--- src/rtl/i80_pkg.sv ---
package i80_pkg;

   localparam int PHASE_W  = 4;
   localparam int CSS_LSB  = 16;
   localparam int WRS_LSB  = 12;
   localparam int WRA_LSB  = 8;
   localparam int WRH_LSB  = 4;
   localparam int EN_BIT   = 0;
   localparam int TRIG_MODE_BIT = 0;
   localparam int TRIG_CMD_BIT  = 1;

   typedef enum logic [2:0] {
      PH_IDLE = 3'd0,
      PH_CSS  = 3'd1,
      PH_WRS  = 3'd2,
      PH_WRA  = 3'd3,
      PH_WRH  = 3'd4
   } phase_e;

   typedef struct packed {
      logic [PHASE_W-1:0] css;
      logic [PHASE_W-1:0] wrs;
      logic [PHASE_W-1:0] wra;
      logic [PHASE_W-1:0] wrh;
   } timing_t;

   // first phase of a word: zero-length setup phases are skipped
   function automatic phase_e first_phase(input timing_t t);
      if (t.css != '0)      return PH_CSS;
      else if (t.wrs != '0) return PH_WRS;
      else                  return PH_WRA;
   endfunction

   // successor phase inside a word; PH_IDLE marks the end of the word
   function automatic phase_e next_phase(input phase_e p, input timing_t t);
      case (p)
         PH_CSS:  return (t.wrs != '0) ? PH_WRS : PH_WRA;
         PH_WRS:  return PH_WRA;
         PH_WRA:  return PH_WRH;
         PH_WRH:  return PH_IDLE;
         default: return first_phase(t);
      endcase
   endfunction

   // clocks spent in a phase, minus one
   function automatic logic [PHASE_W-1:0] phase_len_m1(input phase_e p, input timing_t t);
      case (p)
         PH_CSS:  return t.css - PHASE_W'(1);
         PH_WRS:  return t.wrs - PHASE_W'(1);
         PH_WRA:  return t.wra;
         PH_WRH:  return t.wrh;
         default: return '0;
      endcase
   endfunction

endpackage

--- src/rtl/i80_cfg_decode.sv ---
module i80_cfg_decode
   import i80_pkg::*;
(
   input  logic [31:0] cfg_word,
   output timing_t     tim,
   output logic        if_en
);
   logic unused_cfg_bits;

   assign tim.css = cfg_word[CSS_LSB +: PHASE_W];
   assign tim.wrs = cfg_word[WRS_LSB +: PHASE_W];
   assign tim.wra = cfg_word[WRA_LSB +: PHASE_W];
   assign tim.wrh = cfg_word[WRH_LSB +: PHASE_W];
   assign if_en   = cfg_word[EN_BIT];

   assign unused_cfg_bits = ^{cfg_word[31:CSS_LSB+PHASE_W], cfg_word[WRH_LSB-1:EN_BIT+1]};
endmodule

--- src/rtl/i80_frame_ctl.sv ---
module i80_frame_ctl
   import i80_pkg::*;
#(
   parameter int CNT_W = 12
)(
   input  logic             clk,
   input  logic             rst_n,
   input  logic             trig_wr,
   input  logic [1:0]       trig_wdata,
   input  logic             if_en,
   input  logic [CNT_W-1:0] frame_words,
   input  logic             busy,
   input  logic             done,
   input  logic             irq_clr,
   output logic             start,
   output logic             mode_q,
   output logic             pend_q,
   output logic             irq_q
);
   logic accept;

   // a command is taken only while idle and fully enabled
   assign accept = trig_wr & trig_wdata[TRIG_CMD_BIT] & trig_wdata[TRIG_MODE_BIT]
                 & if_en & (frame_words != '0) & ~busy & ~pend_q;
   assign start  = pend_q & ~busy;

   always_ff @(posedge clk) begin
      if (!rst_n) begin
         mode_q <= 1'b0;
         pend_q <= 1'b0;
         irq_q  <= 1'b0;
      end else begin
         if (trig_wr)
            mode_q <= trig_wdata[TRIG_MODE_BIT];
         if (start)
            pend_q <= 1'b0;
         else if (accept)
            pend_q <= 1'b1;
         if (done)
            irq_q <= 1'b1;
         else if (irq_clr)
            irq_q <= 1'b0;
      end
   end
endmodule

--- src/rtl/i80_cycle_fsm.sv ---
module i80_cycle_fsm
   import i80_pkg::*;
#(
   parameter int CNT_W = 12
)(
   input  logic             clk,
   input  logic             rst_n,
   input  logic             start,
   input  timing_t          tim_in,
   input  logic [CNT_W-1:0] n_words,
   output phase_e           phase_o,
   output logic             take,
   output logic             done
);
   phase_e             phase_q;
   logic [PHASE_W-1:0] cnt_q;
   logic [CNT_W-1:0]   words_q;
   timing_t            tim_q;

   phase_e first_in, first_q, adv;
   logic   word_end, last_word;

   always_comb begin
      first_in = first_phase(tim_in);
      first_q  = first_phase(tim_q);
      adv      = next_phase(phase_q, tim_q);
   end

   assign word_end  = (phase_q == PH_WRH) && (cnt_q == '0);
   assign last_word = (words_q == CNT_W'(1));
   assign done      = word_end & last_word;
   assign take      = start | (word_end & ~last_word);
   assign phase_o   = phase_q;

   always_ff @(posedge clk) begin
      if (!rst_n) begin
         phase_q <= PH_IDLE;
         cnt_q   <= '0;
         words_q <= '0;
         tim_q   <= '0;
      end else if (start) begin
         tim_q   <= tim_in;
         words_q <= n_words;
         phase_q <= first_in;
         cnt_q   <= phase_len_m1(first_in, tim_in);
      end else if (phase_q != PH_IDLE) begin
         if (cnt_q != '0) begin
            cnt_q <= cnt_q - PHASE_W'(1);
         end else if (word_end) begin
            if (last_word) begin
               phase_q <= PH_IDLE;
            end else begin
               words_q <= words_q - CNT_W'(1);
               phase_q <= first_q;
               cnt_q   <= phase_len_m1(first_q, tim_q);
            end
         end else begin
            phase_q <= adv;
            cnt_q   <= phase_len_m1(adv, tim_q);
         end
      end
   end
endmodule

--- src/rtl/i80_te_count.sv ---
module i80_te_count #(
   parameter int SYNC_STAGES = 2,
   parameter int TE_W        = 8
)(
   input  logic            clk,
   input  logic            rst_n,
   input  logic            te_in,
   output logic [TE_W-1:0] te_count
);
   logic [SYNC_STAGES-1:0] sync_q;
   logic                   te_prev_q;
   logic                   te_rise;

   if (SYNC_STAGES == 1) begin : g_sync_one
      always_ff @(posedge clk) begin
         if (!rst_n) sync_q <= '0;
         else        sync_q <= te_in;
      end
   end else begin : g_sync_chain
      always_ff @(posedge clk) begin
         if (!rst_n) sync_q <= '0;
         else        sync_q <= {sync_q[SYNC_STAGES-2:0], te_in};
      end
   end

   assign te_rise = sync_q[SYNC_STAGES-1] & ~te_prev_q;

   always_ff @(posedge clk) begin
      if (!rst_n) begin
         te_prev_q <= 1'b0;
         te_count  <= '0;
      end else begin
         te_prev_q <= sync_q[SYNC_STAGES-1];
         if (te_rise)
            te_count <= te_count + TE_W'(1);
      end
   end
endmodule

--- src/rtl/i80_write_seq.sv ---
module i80_write_seq
   import i80_pkg::*;
#(
   parameter int DW          = 16,
   parameter int CNT_W       = 12,
   parameter int TE_W        = 8,
   parameter int SYNC_STAGES = 2
)(
   input  logic             clk,
   input  logic             rst_n,
   input  logic [31:0]      cfg_word,
   input  logic [CNT_W-1:0] frame_words,
   input  logic             trig_wr,
   input  logic [1:0]       trig_wdata,
   output logic [1:0]       trig_stat,
   input  logic             irq_clr,
   output logic             irq,
   output logic             busy,
   input  logic [DW-1:0]    px_data,
   output logic             px_take,
   input  logic             te_in,
   output logic [TE_W-1:0]  te_count,
   output logic             cs_n,
   output logic             wr_n,
   output logic [DW-1:0]    db_out
);
   if (DW < 1) begin : g_bad_dw
      $error("DW must be at least 1");
   end
   if (CNT_W < 1) begin : g_bad_cnt
      $error("CNT_W must be at least 1");
   end
   if (TE_W < 1) begin : g_bad_te
      $error("TE_W must be at least 1");
   end
   if (SYNC_STAGES < 1) begin : g_bad_sync
      $error("SYNC_STAGES must be at least 1");
   end
   if (CSS_LSB + PHASE_W > 32) begin : g_bad_map
      $error("phase fields exceed the configuration word");
   end

   timing_t tim;
   logic    if_en;
   logic    start, done, mode_q, pend_q, irq_q;
   phase_e  phase;
   logic [DW-1:0] db_q;

   i80_cfg_decode u_dec (
      .cfg_word (cfg_word),
      .tim      (tim),
      .if_en    (if_en)
   );

   i80_frame_ctl #(.CNT_W(CNT_W)) u_ctl (
      .clk         (clk),
      .rst_n       (rst_n),
      .trig_wr     (trig_wr),
      .trig_wdata  (trig_wdata),
      .if_en       (if_en),
      .frame_words (frame_words),
      .busy        (busy),
      .done        (done),
      .irq_clr     (irq_clr),
      .start       (start),
      .mode_q      (mode_q),
      .pend_q      (pend_q),
      .irq_q       (irq_q)
   );

   i80_cycle_fsm #(.CNT_W(CNT_W)) u_fsm (
      .clk     (clk),
      .rst_n   (rst_n),
      .start   (start),
      .tim_in  (tim),
      .n_words (frame_words),
      .phase_o (phase),
      .take    (px_take),
      .done    (done)
   );

   i80_te_count #(.SYNC_STAGES(SYNC_STAGES), .TE_W(TE_W)) u_te (
      .clk      (clk),
      .rst_n    (rst_n),
      .te_in    (te_in),
      .te_count (te_count)
   );

   always_ff @(posedge clk) begin
      if (!rst_n)       db_q <= '0;
      else if (px_take) db_q <= px_data;
   end

   assign busy      = (phase != PH_IDLE);
   assign cs_n      = ~busy;
   assign wr_n      = (phase != PH_WRA);
   assign db_out    = db_q;
   assign irq       = irq_q;
   assign trig_stat = {pend_q, mode_q};
endmodule

--- config.mk ---
export PLATFORM = sky130hd
export DESIGN_NAME = i80_write_seq
export DESIGN_NICKNAME = d
export VERILOG_FILES = /design/src/rtl/i80_pkg.sv /design/src/rtl/i80_cfg_decode.sv /design/src/rtl/i80_frame_ctl.sv /design/src/rtl/i80_cycle_fsm.sv /design/src/rtl/i80_te_count.sv /design/src/rtl/i80_write_seq.sv
export SDC_FILE = /design/constraint.sdc
export NUM_CORES = 1
export LEC_CHECK = 0
export ABC_AREA = 1
export BUFFER_PORTS_ARGS = -buffer_cell sky130_fd_sc_hd__buf_4
export CAP_MARGIN = 10
export CORE_ASPECT_RATIO = 2
export CORE_MARGIN = 2
export CORE_UTILIZATION = 40
export CTS_CLUSTER_DIAMETER = 40
export DETAILED_ROUTE_END_ITERATION = 8
export PLACE_DENSITY_LB_ADDON = 0.3
export SETUP_SLACK_MARGIN = 0.15
export SLEW_MARGIN = 10
export SYNTH_ARGS = -nofsm -noshare
export SYNTH_HDL_FRONTEND = slang
export SYNTH_HIERARCHICAL = 1
export SYNTH_SLANG_ARGS = --single-unit
--- constraint.sdc ---
create_clock -name clk -period 4.6 [get_ports clk]
set_clock_uncertainty 0.2 [all_clocks]
set_input_delay 0.92 -clock clk [delete_from_list [all_inputs] [get_ports clk]]
set_output_delay 0.92 -clock clk [all_outputs]
set_load 0.005 [all_outputs]
==> impl_metrics.toml <==
[setup_path]
slowest_delay_ps = 340
worstPathMaxFanout = 49
r2r_start = "u_fsm/words_q[1]"
cp_num_buf_inv = 3
critical_path_class = "flop to output pin"
start_kind = "flop"
endpoint = "px_take"
reg2regPathDepth = 9
startpoint = "u_fsm/words_q[1]"
critical_path_depth = 8
cp_data_arrival_time_ps = 2180
endpoint_kind = "output pin"
crit_chain = "inv_1 -> ha_1 -> inv_1 -> nor4_4 -> nand2_2 -> nand2_4 -> nand2_4 -> buf_4"
slowest_stage = "nor4_4"
r2r-end = "u_fsm/words_q[0]"
rrSetupSlack_ps = 2330
path_delay_family = "simple AND/OR/NAND/NOR gates"
worstPathRequired_ps = 3480

[timing]
min_period_ps = 3295
drv_slew = 0
finalSetupViolCount = 0
hold_viol_final = 0
worst_slew_pin_slew_ps = 498.6
fmax_ghz = 0.3034
rsz0062_at_grt = "false"
setup_slack_ps = 1305
max_slew_margin_pct = 66.76
final.period_utilization_pct = 71.64
finalSetupTns_ps = 0

[pwr]
combPwrFrac_pct = 48.3
finalPower_w = 0.002929
p_seq_share_pct = 25.9
internal-power_w = 0.001716
switching_power_w = 0.001213
p_sw_share_pct = 41.41
powerDensity_nw_per_um2 = 605.1
p_clk_share_pct = 25.8
p_leak_nw = 2.326
vdd_ir_drop_max_v = 0.0002672

[detailed_routing]
drtIter0Drc = 183
wl_per_cell_um = 12.72
ant_nets = 0
wl_mm = 9.971
wl_met3_um = 423
drc = 0
firstDrtPassIters = 4
routed.top_layer = "met4"
drt-met1-wl_mm = 3.533
via_per_inst = 4.853
num_vias = 3805
wl_met2_mm = 5.548

[placement]
placed_area_um2 = 4511
gp_congestion = 0.9370
io_buffers = 82
post-place-ws_ps = 1639
place_hpwl_mm = 7.503

[floorplan]
die_w_um = 74.29
core-area_um2 = 9699
num_io_pins = 98
placementRows = 51
start_util_pct = 40.75
die_h_um = 144.6
dieArea_um2 = 10740

[yosys]
netlist_area_um2 = 3953
synth_cell_types = 45
synth_fp_nets = 661
syn_inst = 587
synth_warnings = 6
syn_avg_cell_area_um2 = 6.733
synth-seq-cells = 65
yosysSeqAreaShare_pct = 32.92

[clock_network]
hold_buffers = 0
postCtsResizedCells = 0
cts_buffers = 9
clock_tree.buffer_depth = 2
path_clk_slew_ps = 60
clock-sinks = 65
ctsHtreeMaxLevel = 3
cts_root_buf = "clkbuf_16"
clk_latency_ps = 330
cts_tree = "done"
post_cts_buffers = 0

[global_routing]
grt_pass1_wl_mm = 15.95
grt.overflow.total = 0
grt_use_total_pct = 19.24
grt_max_degree = 55
grt_antenna_before_repair = 0
grt_pass1_vias = 3617

[run]
cap_viol_max_count = 0

[final_layout]
drive_gt1_share_pct = 23.77
diodes = 0
final_area_um2 = 4841
final_util_pct = 49.91
area_growth_pct = 22.48
fin_nets = 721

[min_path]
hp-start = "u_te/sync_q[0]"
hold_path_class = "flop to flop"

[status]
outcome = "complete, no violations"
## layer usage
layer | vias to the layer above | track usage, %
li1 | 1967 | -
met1 | 1719 | 18.13
met2 | 91 | 36.51
met3 | 28 | 3.902
met4 | 0 | 11.18
met5 | - | 0
## worst min-delay path by stage
| stage | cells past startpoint | end | slack [ps] |
|---|---|---|---|
| 6_report | 2 | u_te/sync_q[1] | 210 |
| 5_1_grt | 2 | u_te/sync_q[1] | 240 |
| 4_1_cts | 2 | u_te/sync_q[1] | 210 |
| 3_5_place_dp | 2 | u_te/sync_q[1] | 200 |
| 3_3_place_gp | 2 | u_te/sync_q[1] | 200 |
| 2_1_floorplan | 2 | u_te/sync_q[1] | 190 |
## through the flow
step / std cells / hold slack, ps
after floorplan: 587 / 190.5
after global placement: 768 / 198.3
after detailed placement: 768 / 200.0
after CTS: 784 / 214.0
after global routing: 784 / 236.6
final: 784 / 212.6
## flip-flops by register name, summed over array words and instances, names as in the netlist
signal and flops:
db_out 16, u_fsm/words_q 12, u_fsm/cnt_q 4, u_ctl/pend_q 1, u_te/sync_q 2, u_te/te_count 8, u_fsm/phase_o 3, u_ctl/irq_q 1
u_te/te_prev_q 1, u_ctl/mode_q 1, u_fsm/tim_q 16
## synthesized netlist by cell type (all sizes together)
cell / n / area, um2
nand2: 136 / 563.0
nor2: 98 / 435.4
inv: 81 / 306.5
dfxtp: 65 / 1301
o21ai: 54 / 270.3
a21oi: 44 / 246.5
buf: 26 / 205.2
nand3: 24 / 170.2
clkbuf: 9 / 35.03
a31oi: 7 / 43.79
ha: 7 / 87.58
nand4: 7 / 50.05
nor3: 5 / 35.03
xor2: 4 / 35.03
or2: 3 / 18.77
xnor2: 3 / 26.28
a211oi: 2 / 20.02
clkinv: 2 / 7.510
o211ai: 2 / 20.02
o221ai: 2 / 17.52
a22oi: 1 / 7.510
and2: 1 / 6.260
nand3b: 1 / 7.510
nor4: 1 / 21.27
o21a: 1 / 7.510
o21bai: 1 / 7.510
## power by group through the flow
stage / Sequential (W) / Clock, W / Combinational [W]
2_1_floorplan: 0.000756 / 0 / 0.00108
3_5_place_dp: 0.000768 / 0 / 0.00142
6_report: 0.000759 / 0.000754 / 0.00142
3_3_place_gp: 0.000764 / 0 / 0.00138
4_1_cts: 0.000757 / 0.000765 / 0.00143
5_1_grt: 0.000771 / 0.000789 / 0.00161
## placed cells by master, fill, tap and decap left out, types with 2 or more instances in the layout
master / n
inv_2: 9
inv_1: 71
nor2_2: 7
nand3_2: 5
clkinv_1: 2
nor3_2: 2
clkbuf_8: 2
o21ai_0: 50
xor2_1: 4
clkbuf_16: 9
a21oi_1: 41
nand3_1: 17
nand2_4: 4
dfxtp_1: 65
nand2_2: 9
buf_4: 84
o221ai_1: 2
or2_2: 2
nand2_1: 123
nor2_4: 7
a31oi_1: 7
clkinv_2: 2
a21oi_4: 2
nand3_4: 2
bufinv_16: 2
nor2_1: 84
nand4_1: 6
o21ai_1: 4
ha_1: 7
xnor2_1: 3
nor3_1: 3
## kinds of logic after synthesis
group,count (synthesis),synth area share [%]
compound gates,114,16.21
fa+ha+maj,7,2.216
simple gates,276,33.08
xor+xnor,7,1.551
flops,65,32.92
buf+inv,118,14.02
## final cells by class
| type | instances | area [um2] |
|---|---|---|
| Multi-Input combinational cell | 404 | 2100 |
| Clock buffer | 11 | 252.7 |
| Inverter | 83 | 314.1 |
| Sequential cell | 65 | 1301 |
| Fill cell | 1020 | 4858 |
| Clock inverter | 5 | 77.57 |
| Timing Repair Buffer | 84 | 630.6 |
| Tap cell | 132 | 165.2 |
## worst reg2reg max path, stage by stage, from the launching register on
cell	delay [ps]
dfxtp_1	310
inv_1	150
ha_1	200
inv_1	70
nor4_4	340
nand2_2	140
nand2_4	100
nand2_4	260
o21ai_0	280
a31oi_1	70
(Power assumes the default switching activity.)
